**src/rtl/mpe_pkg.sv**
```systemverilog
package mpe_pkg;
   localparam int unsigned BYTE_W = 8;
   localparam logic [BYTE_W-1:0] HDR_BASE = 8'h87;
   localparam int unsigned HDR_BTN_N = 3;
endpackage

```
**src/rtl/mpe_sat.sv**
```systemverilog
module mpe_sat #(
   parameter int unsigned IN_W   = 16,
   parameter int unsigned OUT_W  = 8,
   parameter bit          NEGATE = 1'b0
) (
   input  logic [IN_W-1:0]  din,
   output logic [OUT_W-1:0] dout
);
   localparam int LIM = (1 << (OUT_W - 1)) - 1;
   localparam logic signed [IN_W:0] POS = (IN_W + 1)'(LIM);
   localparam logic signed [IN_W:0] NEG = -POS;

   if (IN_W < OUT_W) begin : g_bad_width
      $error("mpe_sat: IN_W must be at least OUT_W");
   end

   logic signed [IN_W:0] ext;

   if (NEGATE) begin : g_neg
      assign ext = -$signed({din[IN_W-1], din});
   end else begin : g_pass
      assign ext = $signed({din[IN_W-1], din});
   end

   always_comb begin
      if (ext > POS)      dout = POS[OUT_W-1:0];
      else if (ext < NEG) dout = NEG[OUT_W-1:0];
      else                dout = ext[OUT_W-1:0];
   end
endmodule

```
**src/rtl/mpe_hdr.sv**
```systemverilog
module mpe_hdr
   import mpe_pkg::*;
(
   input  logic              left,
   input  logic              mid,
   input  logic              right,
   output logic [BYTE_W-1:0] hdr
);
   logic [BYTE_W-1:0] clr_mask;
   assign clr_mask = {{(BYTE_W - HDR_BTN_N){1'b0}}, left, mid, right};
   assign hdr      = HDR_BASE & ~clr_mask;
endmodule

```
**src/rtl/mouse_pkt_enc.sv**
```systemverilog
module mouse_pkt_enc
   import mpe_pkg::*;
#(
   parameter int unsigned DELTA_W = 16,
   parameter int unsigned PKT_LEN = 5
) (
   input  logic               clk,
   input  logic               rst_n,
   input  logic               ev_valid,
   output logic               ev_ready,
   input  logic [DELTA_W-1:0] mv_x,
   input  logic [DELTA_W-1:0] mv_y,
   input  logic               btn_l,
   input  logic               btn_m,
   input  logic               btn_r,
   output logic               pk_valid,
   input  logic               pk_ready,
   output logic [BYTE_W-1:0]  pk_data
);
   localparam int unsigned IDX_W = $clog2(PKT_LEN);
   localparam logic [IDX_W-1:0] LAST_IDX  = IDX_W'(PKT_LEN - 1);
   localparam logic [IDX_W-1:0] FIRST_PAD = IDX_W'(3);

   if (DELTA_W < BYTE_W) begin : g_bad_delta
      $error("mouse_pkt_enc: DELTA_W must be at least BYTE_W");
   end
   if (PKT_LEN < 3) begin : g_bad_len
      $error("mouse_pkt_enc: PKT_LEN must hold status, X and Y");
   end

   logic [BYTE_W-1:0] hdr_c, x_c, y_c;
   logic [BYTE_W-1:0] hdr_q, x_q, y_q;
   logic              busy_q;
   logic [IDX_W-1:0]  idx_q;

   mpe_hdr u_hdr (.left(btn_l), .mid(btn_m), .right(btn_r), .hdr(hdr_c));

   mpe_sat #(.IN_W(DELTA_W), .OUT_W(BYTE_W), .NEGATE(1'b0)) u_sat_x (
      .din(mv_x), .dout(x_c));

   mpe_sat #(.IN_W(DELTA_W), .OUT_W(BYTE_W), .NEGATE(1'b1)) u_sat_y (
      .din(mv_y), .dout(y_c));

   assign ev_ready = !busy_q;
   assign pk_valid = busy_q;

   always_ff @(posedge clk) begin
      if (!rst_n) begin
         busy_q <= 1'b0;
         idx_q  <= '0;
         hdr_q  <= '0;
         x_q    <= '0;
         y_q    <= '0;
      end else if (!busy_q) begin
         if (ev_valid) begin
            busy_q <= 1'b1;
            idx_q  <= '0;
            hdr_q  <= hdr_c;
            x_q    <= x_c;
            y_q    <= y_c;
         end
      end else if (pk_ready) begin
         if (idx_q == LAST_IDX) begin
            busy_q <= 1'b0;
            idx_q  <= '0;
         end else begin
            idx_q <= idx_q + 1'b1;
         end
      end
   end

   always_comb begin
      case (idx_q)
         IDX_W'(0): pk_data = hdr_q;
         IDX_W'(1): pk_data = x_q;
         IDX_W'(2): pk_data = y_q;
         default:   pk_data = '0;
      endcase
   end

   assert_hold_R7: assert property (@(posedge clk) disable iff (!rst_n)
      pk_valid && !pk_ready |=> pk_valid && $stable(pk_data));

   assert_hdr_first_R1: assert property (@(posedge clk) disable iff (!rst_n)
      ev_valid && ev_ready |=> pk_valid && (pk_data[BYTE_W-1:HDR_BTN_N] == HDR_BASE[BYTE_W-1:HDR_BTN_N]));

   assert_x_range_R2: assert property (@(posedge clk) disable iff (!rst_n)
      pk_valid && idx_q == IDX_W'(1) |-> pk_data != 8'h80);

   assert_pad_zero_R4: assert property (@(posedge clk) disable iff (!rst_n)
      pk_valid && idx_q >= FIRST_PAD |-> pk_data == '0);

   assert_release_R9: assert property (@(posedge clk) disable iff (!rst_n)
      pk_valid && pk_ready && idx_q == LAST_IDX |=> ev_ready && !pk_valid);
endmodule

```
**config.mk**
```make
export PLATFORM = sky130hd
export DESIGN_NAME = mouse_pkt_enc
export DESIGN_NICKNAME = d
export VERILOG_FILES = /design/src/rtl/mpe_pkg.sv /design/src/rtl/mpe_sat.sv /design/src/rtl/mpe_hdr.sv /design/src/rtl/mouse_pkt_enc.sv
export SDC_FILE = /design/constraint.sdc
export NUM_CORES = 1
export LEC_CHECK = 0
export CAP_MARGIN = 20
export CORE_MARGIN = 8
export CORE_UTILIZATION = 55
export CTS_CLUSTER_DIAMETER = 200
export CTS_CLUSTER_SIZE = 24
export DETAILED_ROUTE_END_ITERATION = 16
export GPL_TIMING_DRIVEN = 0
export PLACE_DENSITY = 0.87
export SYNTH_ARGS = -nofsm -noshare
export SYNTH_HDL_FRONTEND = slang
export SYNTH_HIERARCHICAL = 1
export SYNTH_SLANG_ARGS = --single-unit
```
**constraint.sdc**
```tcl
create_clock -name clk -period 5.21 [get_ports clk]
set_input_delay 0.521 -clock clk [delete_from_list [all_inputs] [get_ports clk]]
set_output_delay 0.521 -clock clk [all_outputs]
set_load 0.1 [all_outputs]
```
==> impl_metrics.tcl <==
set metrics [dict create \
    status "completed" \
    ant_nets 0 \
    root_buffer "clkbuf_8" \
    crit_family "buffers and inverters" \
    irDropWorstVdd_mv 0.262 \
    drc 0 \
    fmax_mhz 301 \
    final_common_cell "nand2_1" \
    critPathMaxFanout 8 \
    std_cell_rows 23 \
    wl_mm 5.45 \
    pre_cts_ws_ns 1.72 \
    seq_area_um2 561 \
    gp_congestion 0.842 \
    yosysTopAreaCell "dfxtp_1" \
    holdBufCountCts 0 \
    cts-htree-levels 1 \
    grt_pass1_vias 2004 \
    path_class "register to output pin" \
    yosysSeqAreaShare 0.258 \
    insertion_delay_ns 0.28 \
    path_cells "inv_1 -> ha_1 -> nor2b_1 -> clkbuf_1 -> a22oi_1 -> nand2_1 -> clkdlybuf4s50_1" \
    die_area_mm2 0.00621 \
    synth_area_mm2 0.00217 \
    ys.flop_type "dfxtp_1" \
    cts_tree "yes" \
    hp-class "register to register" \
    initial_utilization 0.558 \
    fp.coreArea_mm2 0.00388 \
    synth_edf_count 0 \
    tightest_slew_ns 0.988 \
    avgSynthCellArea_um2 7.95 \
    clkSlewWorstSetupHoldPaths_ns 0.10 \
    final_nets 373 \
    cts-resized-gates 0 \
    post-route-min-period_ns 3.32 \
    report.final.hold_viol_count 0 \
    area_growth_pct 28.4 \
    async_flop_share 0 \
    first_pass_iters 4 \
    arrival_ns 2.80 \
    finalCritPeriodShare 0.637 \
    drv_cap 0 \
    cts_sinks 28 \
    startpoint_type "register" \
    max_stage_delay_ns 1.14 \
    max_slew_margin 0.339 \
    diodes 0 \
    multiInputGateArea_mm2 0.00144 \
    dr.first_iter.drc_count 138 \
    drive_gt1_frac 0.150 \
    clockBufferDepth 2 \
    clock_skew_ns 0.00125 \
    whs_ns 0.470 \
    place_hpwl_mm 4.27 \
    powerDensity_mw_per_mm2 211 \
    nFillCells 328 \
    setup_viol 0 \
    p_leak_nw 1.05 \
    final_cell_mix "nand2_1, clkdlybuf4s50_1, dfxtp_1, a21boi_2, inv_1" \
    port_buffers 47 \
    synthCells 273 \
    die_x_um 78.8 \
    dieHeight_um 78.8 \
    via_per_inst 5.43 \
    synth_cell_types 53 \
    slew_violations 0 \
    finalSetupTns_ns 0 \
    grt_start_max_net_pins 17 \
    antenna_found_initial 0 \
    grt_use_total 0.174 \
    crit_path_top_delay_cell "clkdlybuf4s50_1" \
    critPathBufInv 3 \
    critPathCaptureType "output pin" \
    ys_warn_count 6 \
    grt_overflow 0 \
    vias 2046 \
    cts_made_buffers 3 \
    final_util 0.717 \
    synth_top_cell_area_share 0.258 \
    routedWlPerCell_um 14.5 \
    grt_pass1_wl_mm 9.07 \
    required_ns 4.69 \
    synth.area.top_cells "dfxtp_1, nand2_1, a21boi_2" \
    ys_ff_latch 28 \
    io_pins 49 \
    worst_slack_ns 1.89 \
    post-cts-setup-buffers 0 \
    place_area_mm2 0.00271 \
    rsz0062_at_grt "no" \
    final_cell_area_mm2 0.00279 \
]
==> state kept, by name, summed over array words and instances, names as in the netlist <==
| register | count |
|---|---|
| x_q | 8 |
| hdr_q | 8 |
| pk_valid | 1 |
| idx_q | 3 |
| y_q | 8 |
==> layout make-up <==
cell class              count  area share
multi-input cells         217       0.517
flip-flops and latches     28       0.201
repair buffers             47       0.169
plain buffers              22      0.0526
well taps                  50      0.0225
clock buffers               3      0.0148
inverters                   9      0.0121
clock inverters             1      0.0108
==> stage by stage <==
stage | cells | total power [mW]
floorplan | 276 | 0.354
global placement | 373 | 0.414
detailed placement | 373 | 0.418
CTS | 377 | 0.590
global route | 377 | 0.616
finish | 377 | 0.588
==> cell usage after synthesis, types with 3 or more instances <==
master	count
or4_1	5
inv_1	9
a21boi_0	5
dfxtp_1	28
buf_4	5
nand2b_1	6
a22oi_1	8
nand4_1	3
a21boi_2	21
nor4_1	5
a211o_1	3
a21oi_1	4
mux2i_1	4
ha_1	6
xor2_1	5
and2_1	3
nor2b_1	4
o22ai_1	3
buf_2	6
nand2_1	68
nor2_1	8
nand3_1	4
clkbuf_1	7
nor3_1	5
xnor2_1	4
a2bb2oi_1	6
o21a_1	3
==> worst paths after layout <==
check	from	end	slack, ns	cells after the start
worst max-delay path	idx_q[0]$_SDFFE_PN0P_	pk_data[6]	1.89	7
worst max register to register	idx_q[0]$_SDFFE_PN0P_	idx_q[0]$_SDFFE_PN0P_	3.94	4
worst min register to register	hdr_q[0]$_SDFFE_PN0P_	hdr_q[0]$_SDFFE_PN0P_	0.47	2
worst min-delay path	hdr_q[0]$_SDFFE_PN0P_	hdr_q[0]$_SDFFE_PN0P_	0.47	2
==> report_power, final <==
group	leakage (nW)	switching [mW]	internal, mW
registers	0.230	0.00863	0.226
clock network	0.0357	0.0706	0.103
logic	0.790	0.104	0.0767
total	1.05	0.183	0.406
==> metal layers <==
layer	GRT usage	wire (um)
met3	0.0327	181
met1	0.216	2410
met5	0	0
met2	0.308	2810
met4	0.0296	52
==> logic make-up after synthesis <==
family | after synthesis | share of synthesized area
AOI/OAI and AO/OA | 70 | 0.281
xor gates and xnor gates | 9 | 0.0363
adders and majority gates | 6 | 0.0346
buffers and inverters | 31 | 0.0830
DFF | 28 | 0.258
muxes | 4 | 0.0185
other | 2 | 0.00346
and+or+nand+nor | 123 | 0.285
==> tightest hold or removal path, stage by stage, from the launching register on <==
cell and delay [ns]:
dfxtp_1 0.32, nand2_1 0.07, a21boi_2 0.05
(Power assumes the default switching activity.)
